[src/rtl/psw_pkg.sv]
package psw_pkg;

    typedef enum logic [2:0] {
        ST_IDLE  = 3'd0,
        ST_DISCH = 3'd1,
        ST_RAMP  = 3'd2,
        ST_ON    = 3'd3,
        ST_FAULT = 3'd4
    } psw_state_e;

    typedef enum logic [1:0] {
        FC_NONE = 2'b00,
        FC_DS   = 2'b01,
        FC_GD   = 2'b10,
        FC_GS   = 2'b11
    } psw_code_e;

    typedef struct packed {
        psw_state_e st;
        logic       gate;
        logic       dis;
    } psw_ctl_t;

endpackage

[src/rtl/psw_tmr.sv]
module psw_tmr #(
    parameter int LIMIT = 8
) (
    input  logic clk,
    input  logic rst_n,
    input  logic run_i,
    output logic hit_o
);
    localparam int CW = $clog2(LIMIT + 1);
    localparam logic [CW-1:0] LAST = CW'(LIMIT - 1);

    logic [CW-1:0] cnt_d, cnt_q;

    always_comb begin
        cnt_d = cnt_q;
        if (!run_i) begin
            cnt_d = '0;
        end else if (cnt_q != LAST) begin
            cnt_d = cnt_q + 1'b1;
        end
    end

    always_ff @(posedge clk) begin
        if (!rst_n) cnt_q <= '0;
        else        cnt_q <= cnt_d;
    end

    assign hit_o = run_i && (cnt_q == LAST);
endmodule

[src/rtl/psw_code_latch.sv]
module psw_code_latch
    import psw_pkg::*;
(
    input  logic      clk,
    input  logic      rst_n,
    input  logic      set_i,
    input  psw_code_e code_i,
    input  logic      clr_i,
    output psw_code_e code_o
);
    psw_code_e code_d, code_q;

    always_comb begin
        code_d = code_q;
        if (clr_i) begin
            code_d = FC_NONE;
        end else if (set_i && code_q == FC_NONE) begin
            code_d = code_i;
        end
    end

    always_ff @(posedge clk) begin
        if (!rst_n) code_q <= FC_NONE;
        else        code_q <= code_d;
    end

    assign code_o = code_q;
endmodule

[src/rtl/psw_guard.sv]
module psw_guard
    import psw_pkg::*;
#(
    parameter int DIS_CYC = 64,
    parameter int SU_CYC  = 256
) (
    input  logic       clk,
    input  logic       rst_n,
    input  logic       start_i,
    input  logic       clr_i,
    input  logic       ds_low_i,
    input  logic       out_low_i,
    input  logic       gate_hi_i,
    input  logic       ovd_ok_i,
    output logic       gate_en_o,
    output logic       dis_en_o,
    output logic       fault_o,
    output logic [1:0] fault_code_o
);
    psw_ctl_t  ctl_d, ctl_q;
    logic      dis_hit, su_hit;
    logic      gd_flt;
    logic      set_flt;
    psw_code_e new_code;
    psw_code_e cur_code;
    logic      clr_go;

    // Dedicated window counters, each cleared while outside its state.
    psw_tmr #(.LIMIT(DIS_CYC)) u_dis_tmr (
        .clk   (clk),
        .rst_n (rst_n),
        .run_i (ctl_q.st == ST_DISCH),
        .hit_o (dis_hit)
    );

    psw_tmr #(.LIMIT(SU_CYC)) u_su_tmr (
        .clk   (clk),
        .rst_n (rst_n),
        .run_i (ctl_q.st == ST_RAMP),
        .hit_o (su_hit)
    );

    // Gate seen high although commanded low.
    assign gd_flt = gate_hi_i && !ctl_q.gate;

    always_comb begin
        ctl_d    = ctl_q;
        set_flt  = 1'b0;
        new_code = FC_NONE;
        unique case (ctl_q.st)
            ST_IDLE: begin
                if (gd_flt) begin
                    ctl_d.st = ST_FAULT; set_flt = 1'b1; new_code = FC_GD;
                end else if (start_i) begin
                    ctl_d.st = ds_low_i ? ST_DISCH : ST_RAMP;
                end
            end
            ST_DISCH: begin
                if (gd_flt) begin
                    ctl_d.st = ST_FAULT; set_flt = 1'b1; new_code = FC_GD;
                end else if (!start_i) begin
                    ctl_d.st = ST_IDLE;
                end else if (out_low_i) begin
                    ctl_d.st = ST_RAMP;
                end else if (dis_hit) begin
                    ctl_d.st = ST_FAULT; set_flt = 1'b1; new_code = FC_DS;
                end
            end
            ST_RAMP: begin
                if (!start_i) begin
                    ctl_d.st = ST_IDLE;
                end else if (ovd_ok_i) begin
                    ctl_d.st = ST_ON;
                end else if (su_hit) begin
                    ctl_d.st = ST_FAULT; set_flt = 1'b1; new_code = FC_GS;
                end
            end
            ST_ON: begin
                if (!ovd_ok_i) begin
                    ctl_d.st = ST_FAULT; set_flt = 1'b1; new_code = FC_GS;
                end else if (!start_i) begin
                    ctl_d.st = ST_IDLE;
                end
            end
            ST_FAULT: begin
                if (clr_i) ctl_d.st = ST_IDLE;
            end
            default: ctl_d.st = ST_FAULT;
        endcase
        ctl_d.gate = (ctl_d.st == ST_RAMP) || (ctl_d.st == ST_ON);
        ctl_d.dis  = (ctl_d.st == ST_DISCH) && !ctl_d.gate;
    end

    always_ff @(posedge clk) begin
        if (!rst_n) begin
            ctl_q.st   <= ST_IDLE;
            ctl_q.gate <= 1'b0;
            ctl_q.dis  <= 1'b0;
        end else begin
            ctl_q <= ctl_d;
        end
    end

    assign clr_go = clr_i && (ctl_q.st == ST_FAULT);

    psw_code_latch u_code (
        .clk    (clk),
        .rst_n  (rst_n),
        .set_i  (set_flt),
        .code_i (new_code),
        .clr_i  (clr_go),
        .code_o (cur_code)
    );

    assign gate_en_o    = ctl_q.gate;
    assign dis_en_o     = ctl_q.dis;
    assign fault_o      = (ctl_q.st == ST_FAULT);
    assign fault_code_o = cur_code;
endmodule

[config.mk]
export PLATFORM = sky130hd
export DESIGN_NAME = psw_guard
export DESIGN_NICKNAME = d
export VERILOG_FILES = /design/src/rtl/psw_pkg.sv /design/src/rtl/psw_tmr.sv /design/src/rtl/psw_code_latch.sv /design/src/rtl/psw_guard.sv
export SDC_FILE = /design/constraint.sdc
export NUM_CORES = 1
export LEC_CHECK = 0
export BUFFER_PORTS_ARGS = -buffer_cell sky130_fd_sc_hd__buf_2
export CAP_MARGIN = 20
export CORE_UTILIZATION = 51
export CTS_CLUSTER_DIAMETER = 200
export CTS_CLUSTER_SIZE = 14
export DETAILED_ROUTE_END_ITERATION = 10
export GPL_TIMING_DRIVEN = 0
export PLACE_DENSITY = 0.68
export SYNTH_ARGS = -nofsm -noshare
export SYNTH_HDL_FRONTEND = slang
export SYNTH_SLANG_ARGS = --single-unit
[constraint.sdc]
create_clock -name clk -period 3.5 [get_ports clk]
set_input_delay 0.175 -clock clk [delete_from_list [all_inputs] [get_ports clk]]
set_output_delay 0.175 -clock clk [all_outputs]
set_load 0.02 [all_outputs]
# == Word-level counts from Yosys, hierarchy flattened ==
# Cells that the tools add are included.
# classes
reduce_logical,14
muxes,34
eq_ne,11
addsub,2
bitwise,1
# op_table
operator,count
3-bit 2-to-1 mux,12
3-bit one-hot mux with 5 select lines,1
2-bit 2-to-1 mux,7
3-bit by 2-bit equality test with 1-bit output (second input constant),4
1-bit 2-to-1 mux,12
9-bit by 1-bit adder with 9-bit output (second input constant),1
9-bit by 8-bit equality test with 1-bit output (second input constant),1
9-bit by 8-bit inequality test with 1-bit output (second input constant),1
2-bit one-hot mux with 4 select lines,1
7-bit by 1-bit adder with 7-bit output (second input constant),1
7-bit by 6-bit equality test with 1-bit output (second input constant),1
7-bit by 6-bit inequality test with 1-bit output (second input constant),1
3-bit by 1-bit equality test with 1-bit output (second input constant),2
1-bit logical AND,6
1-bit one-hot mux with 4 select lines,1
2-bit AND reduction,2
3-bit equality test (second input constant),1
3-bit logical NOT,1
1-bit logical NOT,2
2-bit logical NOT,1
2-bit OR reduction,1
1-bit logical OR,1
1-bit inverter,1
# totals
reg_bits,23
out_inout_bits,5

# == Logic depth before layout (Yosys ltp) ==
# Gate-level depths: netlist of run 1.
# logic_depth
depth_word,11
mapped_depth,10
ltp_nobuf,9

# == Hierarchy ==
# From an unflattened synthesis of run 1, not the netlist that was laid out.
# hier_totals
hier_cells,135
hier_area_um2,1174.9
# by_module_without_submodules
mod,seq_area_each_um2,area_each_um2,instances,cells_per_inst
psw_tmr (u_su_tmr),180.2,419.2,1,46
psw_guard,100.1,342.8,1,43
psw_tmr (u_dis_tmr),140.1,334.1,1,37
psw_code_latch,40.0,78.8,1,9

# == Worst setup path before layout of run 1 ==
# No wires, ideal clock.
# synth_timing
path_kind,flip-flop to flip-flop
startpoint,register u_su_tmr.cnt_q[0]
endpoint,register ctl_q[4] (netlist name)
arrival_time_ps,1651
synth_period_minus_slack_ps,1766
path_stages_with_launch,11
path_buffers,1
setup_slack_ps,1734
path_cell_list,dfxtp_1 -> ha_1 -> nand3_1 -> nor2_1 -> ha_1 -> buf_2 -> a21oi_1 -> nor3b_1 -> a211oi_1 -> o41ai_2 -> and2_1
# synth_between
elab_chain_len,6
# synth_lines
element,line,source
from (decl),psw_tmr.sv:12,"logic [CW-1:0] cnt_d, cnt_q;"
from (signal assigned),psw_tmr.sv:25,else cnt_q <= cnt_d;
9-bit by 8-bit equality test with 1-bit output,psw_tmr.sv:28,assign hit_o = run_i && (cnt_q == LAST);
1-bit logical AND,psw_tmr.sv:28,
3-bit 2-to-1 mux,psw_guard.sv:74,end else if (su_hit) begin
3-bit 2-to-1 mux,psw_guard.sv:72,end else if (ovd_ok_i) begin
3-bit 2-to-1 mux,psw_guard.sv:70,if (!start_i) begin
3-bit one-hot mux with 5 select lines,psw_guard.sv:50,unique case (ctl_q.st)
to (signal assigned),psw_guard.sv:100,ctl_q <= ctl_d;
to (decl),psw_guard.sv:20,"psw_ctl_t ctl_d, ctl_q;"
# No other way between the ends.
# A chain may end at the register's enable or synchronous reset.

# == Worst setup path after layout of run 1 ==
# Same ends and word-level chain as after synthesis.

==> impl_metrics.toml, run 1 <==
[setup_path]
setup.worst_path.end_class = "register"
r2r.worst_path.cells = 10
timing.critical_path.slowest_cell_delay_ns = 0.39
cpLargestDelayFamily = "simple AND/OR/NAND/NOR gates"
timing.critical_path.required_ns = 3.75
cp_depth = 10
r2r_setup_slack_ns = 1.54
timing.critical_path.buf_inv = 1
critPathLaunchType = "register"
last_element_of_the_critical_path = "ctl_q[4]"
cp_common_cell = "sky130_fd_sc_hd__ha_1"
timing.rr.start = "u_su_tmr.cnt_q[0]"
critPathArrivalTime_ns = 2.21
worstPathCellList = "ha_1, nand3_1, nor2_1, ha_1, buf_2, a21oi_1, nor3b_1, a211oi_1, o41ai_2, and2_1"
reg2reg_end = "ctl_q[4]"
worstSetupPathType = "register to register"
cpMaxStageDelayCell = "sky130_fd_sc_hd__dfxtp_1"
worst-path-max-fanout = 10
cp-startpoint = "u_su_tmr.cnt_q[0]"

[sta]
setup_viol = 0
hold_violations = 0
min_period_over_period_pct = 55.9
rsz0062_at_grt = "false"
fmaxAchievable_ghz = 0.511
fin_crit_ns = 1.96
finClkSkew_ns = 0.00483
finalMaxSlewViolations = 0
worst_pin_slew_ns = 0.428
setup_tns_ns = 0
slew_limit_headroom_pct = 71.2
hold-worst-slack_ns = 0.162

[logic_synthesis]
synth_cell_types = 43
synth_compound_gate_area_share_pct = 13.4
synth_top_family_by_area = "simple AND/OR/NAND/NOR gates"
yosys.area_share.xor_xnor_pct = 7.41
synth.cell_area_um2 = 1180
synthSimpleGateAreaFrac_pct = 30.1
synth_sequential_area_ratio_pct = 38.9
post_synth_mux_area_share_pct = 1.69
post_synth_fa_ha_maj_area_fraction_pct = 3.17
synth.ff_latch_count = 23
yosysWarningCount = 0
synth.net_count = 142
avgSynthCellArea_um2 = 9.03
synthCells = 131

[clock_tree]
postCtsSetupRepairBufs = 0
cts.sink_count = 23
cts-resized-gates = 0
tritoncts = "yes"
cts_root_buf = "sky130_fd_sc_hd__clkbuf_4"
ctsHoldBuffers = 0
cts_buffer_depth = 2
cts_buffers = 3
htree_levels = 1
worstSkewPairLatency_ns = 0.30
clk_pin_slew_ns = 0.12

[drt]
drt_iter0_drc = 5
routed_wire_length_per_instance_um = 11.4
detail_route.vias_per_cell = 5.32
drc_errors = 0
drt_pass1_iterations = 4
vias = 925
route.antenna.remaining_nets = 0
finalWirelength_um = 1990

[global_route]
grt-ovfl-total = 0
number_of_antenna_violations_at_the_first_check_in_global_routing = 0
grt_pass1_vias = 890
gr-usage-all-layers_pct = 18.2
grt_first_pass_wirelength_um = 3530
grt_max_degree = 13

[pwr]
power.density_nw_per_um2 = 332
p_clk_share_pct = 27.4
power.ir.vdd_worst_v = 0.000202
share_comb_of_total_power_pct = 10.4
p_sw_share_pct = 23.8
pint_mw = 0.329
totalPowerFinal_mw = 0.431
static-leakage-power_nw = 0.539
seqPwrFrac_pct = 62.2
net-switching-power_mw = 0.103

[floorplanning]
die_height_um = 50.2
chipWidth_um = 50.2
initial_utilization_pct = 54.0
design.die.area_um2 = 2520
row_count = 17
io-pin-count = 13
core-area_um2 = 2190

[place]
gp_congestion = 0.819
place.port_buffers = 11
dp_cells = 170
place.detailed.hpwl_um = 1550

[layout]
fin_cells = 174
diodes = 0
layout.cells.most_common = "sky130_fd_sc_hd__dfxtp_1"
final_core_density_pct = 59.3
fillCellCount = 203
most-common-layout-cells = "sky130_fd_sc_hd__dfxtp_1, sky130_fd_sc_hd__nor2_1, sky130_fd_sc_hd__buf_2"
layout-drive-gt1-share_pct = 20.5
finish.net_count = 158
syn2layout_area_growth_pct = 9.84

[hold_path]
min-delay-path-class = "input pin to register"

[run_status]
status = "completed"

[run]
maxCapViolCount = 0
cells in the mapped netlist (all sizes together):
master / number / share of area (%)
dfxtp: 23 / 39
nor2: 19 / 6.0
a21oi: 10 / 4.2
nand2: 10 / 3.2
nand3: 6 / 2.5
xor2: 6 / 4.4
buf: 5 / 3.6
inv: 4 / 1.3
nand2b: 4 / 3.0
o21ai: 4 / 1.7
xnor2: 4 / 3.0
ha: 3 / 3.2
nor3b: 3 / 2.9
a211oi: 2 / 1.3
and2: 2 / 1.1
and3: 2 / 1.2
and4: 2 / 1.7
mux2i: 2 / 1.7
nand4b: 2 / 2.0
nor2b: 2 / 1.7
nor3: 2 / 0.85
nor4: 2 / 2.1
o211a: 2 / 1.7
a221o: 1 / 0.85
a31oi: 1 / 0.53
and3b: 1 / 0.74
clkbuf: 1 / 0.42
nand3b: 1 / 0.64
o211ai: 1 / 0.64
o21bai: 1 / 0.64
o22ai: 1 / 0.53
o41ai: 1 / 1.4
or3: 1 / 0.53
worst register-to-register path, stage by stage, from the launching register on:
cell                       delay, ns
sky130_fd_sc_hd__dfxtp_1        0.39
sky130_fd_sc_hd__ha_1           0.18
sky130_fd_sc_hd__nand3_1        0.11
sky130_fd_sc_hd__nor2_1         0.13
sky130_fd_sc_hd__ha_1           0.14
sky130_fd_sc_hd__buf_2          0.21
sky130_fd_sc_hd__a21oi_1        0.09
sky130_fd_sc_hd__nor3b_1        0.30
sky130_fd_sc_hd__a211oi_1       0.10
sky130_fd_sc_hd__o41ai_2        0.09
sky130_fd_sc_hd__and2_1         0.17
layer usage:
layer,track usage (%),part of all wire (%),up-vias
met5,0,0,-
met1,21.5,49,421
met3,3.03,2.7,4
li1,-,-,487
met2,30.7,47,13
met4,11.0,1.7,0
power groups by stage:
stage | Clock, mW | Sequential, mW | Combinational [mW]
detailed placement | 0 | 0.274 | 0.0452
global placement | 0 | 0.274 | 0.0442
finish | 0.118 | 0.268 | 0.0449
floorplan | 0 | 0.276 | 0.0299
CTS | 0.122 | 0.268 | 0.0453
global route | 0.130 | 0.269 | 0.0504
cell families (layout without fill, tap and decap cells):
logic type / after synthesis / count (layout)
multiplexers: 2 / 2
buffers and inverters: 10 / 25
flip-flops: 23 / 23
adder cells (fa/ha/maj): 3 / 3
AND/OR/NAND/NOR: 59 / 59
XOR/XNOR: 10 / 10
AO/OA/AOI/OAI: 24 / 24
registers in the layout, indices dropped and copies added (netlist names):
| signal | flops |
|---|---|
| u_code.code_o | 2 |
| u_su_tmr.cnt_q | 9 |
| gate_en_o | 1 |
| ctl_q | 3 |
| u_dis_tmr.cnt_q | 7 |
| dis_en_o | 1 |
layout make-up:
cell class                      count  area [um2]  area share, %
Sequential cell                    23         460           35.5
Clock buffer                        4        26.3           2.02
Buffer                              6        47.5           3.66
Timing Repair Buffer               11        55.1           4.24
Multi-Input combinational cell     98         659           50.8
Inverter                            4        15.0           1.16
Tap cell                           28        35.0           2.70
stage by stage:
| stage | area (um2) | worst slack (ns) |
|---|---|---|
| floorplan | 1180 | 1.73 |
| global placement | 1270 | 1.57 |
| detailed placement | 1270 | 1.55 |
| CTS | 1300 | 1.53 |
| global route | 1300 | 1.30 |
| finish | 1300 | 1.54 |
how the worst min path moves through the flow:
stage,startpoint,to,slack (ns),cells past startpoint
after floorplan,clr_i,u_code.code_o[0],0.36,3
after global placement,u_dis_tmr.cnt_q[6],u_dis_tmr.cnt_q[6],0.44,2
after detailed placement,u_code.code_o[0],u_code.code_o[0],0.46,2
after CTS,clr_i,u_code.code_o[0],0.15,4
after global routing,rst_n,gate_en_o,0.20,2
final,clr_i,u_code.code_o[1],0.16,4
(Power assumes the default switching activity.)
==> run 2: changes to the inputs <==
- ABC_AREA: unset -> 1
- clock period: 3.5 -> 1.9 ns (I/O delays scaled with it)
==> run 2 against run 1 <==
Effect of this change:
- critical path depth up 1
- first-iteration DRC count rose to 5.2 times the previous value
- hold slack got worse by 0.095 ns
- synthesized cell count up 27%
- setup slack worse by 1.4 ns
- utilization up 4.1 points
- power is 93% higher
- cell count grew 25%
- critical path type unchanged
- critical endpoint is now u_code.code_o[1]
- largest cell class unchanged
- largest power group unchanged
- highest routed layer unchanged
==> impl_metrics.toml, run 2 <==
[run_status]
status = "completed"

[pwr]
static-leakage-power_nw = 0.596
totalPowerFinal_mw = 0.834
power.density_nw_per_um2 = 595
power.ir.vdd_worst_v = 0.000557

[clock_tree]
tritoncts = "yes"
worstSkewPairLatency_ns = 0.32
cts_buffers = 3
ctsHoldBuffers = 0
htree_levels = 1
cts_root_buf = "sky130_fd_sc_hd__clkbuf_4"
clk_pin_slew_ns = 0.14
cts.sink_count = 23
cts_buffer_depth = 2

[place]
place.port_buffers = 12
place.detailed.hpwl_um = 1630
detailed_place.area_um2 = 1280
gp_congestion = 0.898
pre_cts_ws_ns = 0.0148
dp_cells = 206

[logic_synthesis]
synth_top_family_by_area = "simple AND/OR/NAND/NOR gates"
yosys.area_share.xor_xnor_pct = 2.94
synth_async_sr_flop_share_pct = 0
yosys_most_used_dff = "sky130_fd_sc_hd__dfxtp_1"
synth.cell_area_um2 = 1190
synth.most_common_cell = "sky130_fd_sc_hd__nand2_1"
post_synth_fa_ha_maj_area_fraction_pct = 3.15
synth_compound_gate_area_share_pct = 15.8
synth.net_count = 177
synthDominantCellAreaShare_pct = 38.7
synth_top_cells_by_count = "sky130_fd_sc_hd__nand2_1, sky130_fd_sc_hd__dfxtp_1, sky130_fd_sc_hd__inv_1, sky130_fd_sc_hd__nor2_1, sky130_fd_sc_hd__a21oi_1"
post-synth-top-area-cell = "sky130_fd_sc_hd__dfxtp_1"
post_synth_mux_area_share_pct = 0
synth_edf_count = 0
synthSimpleGateAreaFrac_pct = 31.3
yosysWarningCount = 0
synthCells = 166
yosys-top-cells-area = "sky130_fd_sc_hd__dfxtp_1, sky130_fd_sc_hd__nand2_1, sky130_fd_sc_hd__a21oi_1"
avgSynthCellArea_um2 = 7.17
synth_sequential_area_ratio_pct = 38.7
synth_cell_types = 24
synth.ff_latch_count = 23

[layout]
largest_reg_flops = 9
final_core_density_pct = 63.4
fillCellCount = 209
fin_cells = 217
layout-drive-gt1-share_pct = 28.0
most-common-layout-cells = "sky130_fd_sc_hd__nand2_1, sky130_fd_sc_hd__dfxtp_1, sky130_fd_sc_hd__nor2_1, sky130_fd_sc_hd__inv_1, sky130_fd_sc_hd__a21oi_1"
layout.cells.most_common = "sky130_fd_sc_hd__nand2_1"
diodes = 0
final_cell_area_um2 = 1400
syn2layout_area_growth_pct = 17.9
reg_top3 = "u_su_tmr.cnt_q (9), u_dis_tmr.cnt_q (7), ctl_q (3)"
top_register = "u_su_tmr.cnt_q"
finish.net_count = 201

[global_route]
grt_first_pass_wirelength_um = 3820
grt_pass1_vias = 960
grt-ovfl-total = 0
gr-usage-all-layers_pct = 19.7
grt_max_degree = 15
number_of_antenna_violations_at_the_first_check_in_global_routing = 0

[floorplanning]
row_count = 17
core-area_um2 = 2210
initial_utilization_pct = 53.8
design.die.area_um2 = 2530
chipWidth_um = 50.3
io-pin-count = 13
die_height_um = 50.3

[sta]
fmaxAchievable_ghz = 0.572
hold-worst-slack_ns = 0.0666
setup_tns_ns = 0
fin_crit_ns = 1.75
setup_viol = 0
hold_violations = 0
finalMaxSlewViolations = 0
min_period_over_period_pct = 92.0
worst_pin_slew_ns = 0.308
layout_setup_ws_ns = 0.152
slew_limit_headroom_pct = 79.4
finClkSkew_ns = 0.00418

[hold_path]
min-delay-path-class = "input pin to register"
hold_path.startpoint = "clr_i"

[drt]
wirelength_met1_um = 1080
highest-signal-layer = "met4"
drt_iter0_drc = 26
route.antenna.remaining_nets = 0
drt_pass1_iterations = 4
routed_wire_length_per_instance_um = 11.0
met3_length_um = 129
drc_errors = 0
met2WireLength_um = 1130
detail_route.vias_per_cell = 5.24
finalWirelength_um = 2380
vias = 1136

[setup_path]
worst-path-max-fanout = 7
worstSetupPathType = "register to register"
cp-startpoint = "u_su_tmr.cnt_q[0]"
critPathArrivalTime_ns = 2.01
setup.worst_path.end_class = "register"
timing.critical_path.required_ns = 2.16
r2r_setup_slack_ns = 0.15
timing.rr.start = "u_su_tmr.cnt_q[0]"
critPathLaunchType = "register"

[run]
maxCapViolCount = 0
run 2: cell types whose count changed after synthesis, moves of 4 or more:
cell,change
sky130_fd_sc_hd__a21oi_1,+8
sky130_fd_sc_hd__xor2_1,-4
sky130_fd_sc_hd__nand2_1,+26
sky130_fd_sc_hd__inv_2,+4
sky130_fd_sc_hd__inv_1,+15
run 2: worst max-delay path: stages (launching register included):
cell and delay [ns]:
sky130_fd_sc_hd__dfxtp_2 0.39, sky130_fd_sc_hd__ha_4 0.15, sky130_fd_sc_hd__nand4_1 0.11, sky130_fd_sc_hd__nor2_1 0.15, sky130_fd_sc_hd__ha_2 0.19, sky130_fd_sc_hd__buf_6 0.13, sky130_fd_sc_hd__a21oi_2 0.06, sky130_fd_sc_hd__nor2_2 0.16
sky130_fd_sc_hd__nor2_1 0.07, sky130_fd_sc_hd__nand2_1 0.08, sky130_fd_sc_hd__nand3b_1 0.07, sky130_fd_sc_hd__a21oi_1 0.14
run 2: worst paths after layout:
kind | to | depth (start not counted)
setup / recovery | u_code.code_o[1] | 11
hold / removal | u_code.code_o[0] | 4
setup reg to reg | u_code.code_o[1] | 11
hold reg to reg | u_dis_tmr.cnt_q[6] | 2
run 2: final cells by class:
class	instances	area, um2	area share (%)
buffer	1	11.3	0.803
clock buffer	3	22.5	1.61
clock inverter	1	7.51	0.535
inverter	24	91.3	6.51
multi-input combinational	118	657	46.8
sequential	23	465	33.2
tap	28	35.0	2.50
timing repair buffer	19	113	8.03
run 2: cells by family after synthesis:
| kind of cell | after synthesis |
|---|---|
| and+or+nand+nor | 78 |
| AOI/OAI and AO/OA | 33 |
| buffers and inverters | 25 |
| DFF | 23 |
| xor gates and xnor gates | 4 |
| adders and majority gates | 3 |
run 2: what timing repair did:
action | 4_1_cts | 5_1_grt
pin swaps | 0 | 7
cloned | 0 | 0
buffers inserted | 0 | 7
endpoints found under the setup margin | 2 | 10
gates resized for setup | 1 | 13
run 2: routing by layer:
metal	up-vias	track usage (%)
met5	-	0
met4	0	9.72
met3	6	3.03
met2	31	31.1
met1	512	25.8
li1	587	-
run 2: report_power, final:
part	total (mW)	internal (mW)	switching, mW
sequential	0.505	0.492	0.0131
clock	0.241	0.0805	0.160
combinational	0.0888	0.0317	0.0571
==> run 3: changes to the inputs <==
- BUFFER_PORTS_ARGS: -buffer_cell sky130_fd_sc_hd__buf_2 -> -buffer_cell sky130_fd_sc_hd__buf_4
- CAP_MARGIN: 20 -> unset
- SLEW_MARGIN: unset -> 40
==> run 3 against run 2 <==
Effect of this change:
- utilization up 1.1 points
- via count down 1.2%
- cell area up 1.8%
- global-route usage up 0.69 points
- sequential power about the same
- register-to-register slack better by 0.05 ns
- cell count down 0.46%
- non-clock buffer count down 1
- sequential share of layout area down 0.41 points
- power up 0.48%
- setup slack better by 0.046 ns
- combinational power up 11%
- critical path type unchanged
- highest routed layer unchanged
==> impl_metrics.toml, run 3 (synthesis results as in run 2) <==
[run_status]
status = "completed"

[pwr]
p_clk_share_pct = 28.1
seqPwrFrac_pct = 60.2
power.density_nw_per_um2 = 587
power.ir.vdd_worst_v = 0.000356
pint_mw = 0.609
net-switching-power_mw = 0.229
share_comb_of_total_power_pct = 11.7
static-leakage-power_nw = 0.602
p_sw_share_pct = 27.3

[layout]
diodes = 0
ff_latch_area_um2 = 468
finish.net_count = 200
top_register = "u_su_tmr.cnt_q"
layout-drive-gt1-share_pct = 28.2
largest_reg_flops = 9
most-common-layout-cells = "sky130_fd_sc_hd__nand2_1, sky130_fd_sc_hd__dfxtp_1, sky130_fd_sc_hd__inv_1, sky130_fd_sc_hd__buf_4"
syn2layout_area_growth_pct = 20.0
reg_top3 = "u_su_tmr.cnt_q (9), u_dis_tmr.cnt_q (7), ctl_q (3)"
fin_cells = 216
multi_input_area_um2 = 659
layout.cells.most_common = "sky130_fd_sc_hd__nand2_1"
fillCellCount = 211

[clock_tree]
cts_buffer_depth = 2
ctsHoldBuffers = 0
clk_pin_slew_ns = 0.14
cts.sink_count = 23
cts_root_buf = "sky130_fd_sc_hd__clkbuf_4"
tritoncts = "yes"
cts_buffers = 3
htree_levels = 1
worstSkewPairLatency_ns = 0.32

[setup_path]
r2r.worst_path.cells = 11
setup.worst_path.end_class = "register"
critPathLaunchType = "register"
worstSetupPathType = "register to register"
timing.critical_path.required_ns = 2.16
critPathArrivalTime_ns = 1.96
worst-path-max-fanout = 7

[place]
dp_cells = 206
gp_congestion = 0.921
place.detailed.hpwl_um = 1680
place.port_buffers = 12
pre_cts_ws_ns = 0.0464

[global_route]
grt_max_degree = 14
gr-usage-all-layers_pct = 20.3
number_of_antenna_violations_at_the_first_check_in_global_routing = 0
grt_first_pass_wirelength_um = 4010
grt_pass1_vias = 979
grt-ovfl-total = 0

[floorplanning]
initial_utilization_pct = 53.8
chipWidth_um = 50.3
die_height_um = 50.3
design.die.area_um2 = 2530
io-pin-count = 13
row_count = 17
core-area_um2 = 2210

[drt]
drt_pass1_iterations = 4
drc_errors = 0
finalWirelength_um = 2350
vias = 1122
route.antenna.remaining_nets = 0
detail_route.vias_per_cell = 5.19
routed_wire_length_per_instance_um = 10.9
drt_iter0_drc = 46

[sta]
rsz0062_at_grt = "false"
worst_pin_slew_ns = 0.311
finClkSkew_ns = 0.00468
finalMaxSlewViolations = 0
slew_limit_headroom_pct = 79.2
fmaxAchievable_ghz = 0.588
hold-worst-slack_ns = 0.0554
min_period_over_period_pct = 89.6
fin_crit_ns = 1.70
setup_viol = 0
layout_setup_ws_ns = 0.198
hold_violations = 0
setup_tns_ns = 0

[hold_path]
hold_depth = 3
min-delay-path-class = "input pin to register"

[run]
maxCapViolCount = 0
-- run 3: layout make-up --
class	instances	area share (%)
plain buffers	1	0.789
well taps	28	2.45
clock inverters	1	0.351
repair buffers	18	9.47
multi-input cells	118	46.2
inverters	24	6.40
flip-flops and latches	23	32.8
clock buffers	3	1.58
-- run 3: critical path, stage by stage (launching register included) --
cell                       delay [ns]
sky130_fd_sc_hd__dfxtp_4         0.39
sky130_fd_sc_hd__ha_4            0.13
sky130_fd_sc_hd__nand4_1         0.09
sky130_fd_sc_hd__nor2_1          0.13
sky130_fd_sc_hd__ha_2            0.18
sky130_fd_sc_hd__buf_6           0.13
sky130_fd_sc_hd__a21oi_2         0.06
sky130_fd_sc_hd__nor2_2          0.18
sky130_fd_sc_hd__nor2_2          0.05
sky130_fd_sc_hd__nand2_1         0.08
sky130_fd_sc_hd__nand3b_1        0.08
sky130_fd_sc_hd__a21oi_1         0.14
-- run 3: through the flow --
stage	power, mW	utilization (%)	instance area, um2
floorplan	0.573	-	1190
global placement	0.608	59.4	1320
detailed placement	0.610	59.4	1320
CTS	0.842	60.7	1340
global route	0.879	64.5	1430
finish	0.838	64.5	1430
-- run 3: path summary, 6_finish.rpt --
kind / start / end / slack [ns]
worst max register to register: u_su_tmr.cnt_q[0] / u_code.code_o[1] / 0.20
worst min register to register: u_su_tmr.cnt_q[4] / u_su_tmr.cnt_q[4] / 0.47
worst min-delay path: rst_n / ctl_q[2] / 0.06
worst max-delay path: u_su_tmr.cnt_q[0] / u_code.code_o[1] / 0.20
-- run 3: power by group through the flow --
stage / registers, mW / logic [mW] / clock network [mW]
6_report: 0.504 / 0.0984 / 0.235
5_1_grt: 0.506 / 0.113 / 0.261
4_1_cts: 0.504 / 0.0949 / 0.242
3_5_place_dp: 0.515 / 0.0950 / 0
3_3_place_gp: 0.515 / 0.0932 / 0
2_1_floorplan: 0.517 / 0.0557 / 0
-- run 3: routing by layer --
metal  vias to the layer above  routed length [um]  track usage (%)
li1                        580                   -                -
met1                       511                1170             28.3
met2                        27                1040             31.6
met3                         4                 104             2.73
met4                         0                  28             8.33
met5                         -                   0                0
-- run 3: timing repair --
action,4_1_cts,5_1_grt
setup endpoints to repair,1,5
resized for setup,1,15
pin swaps,0,7
setup buffers,0,6
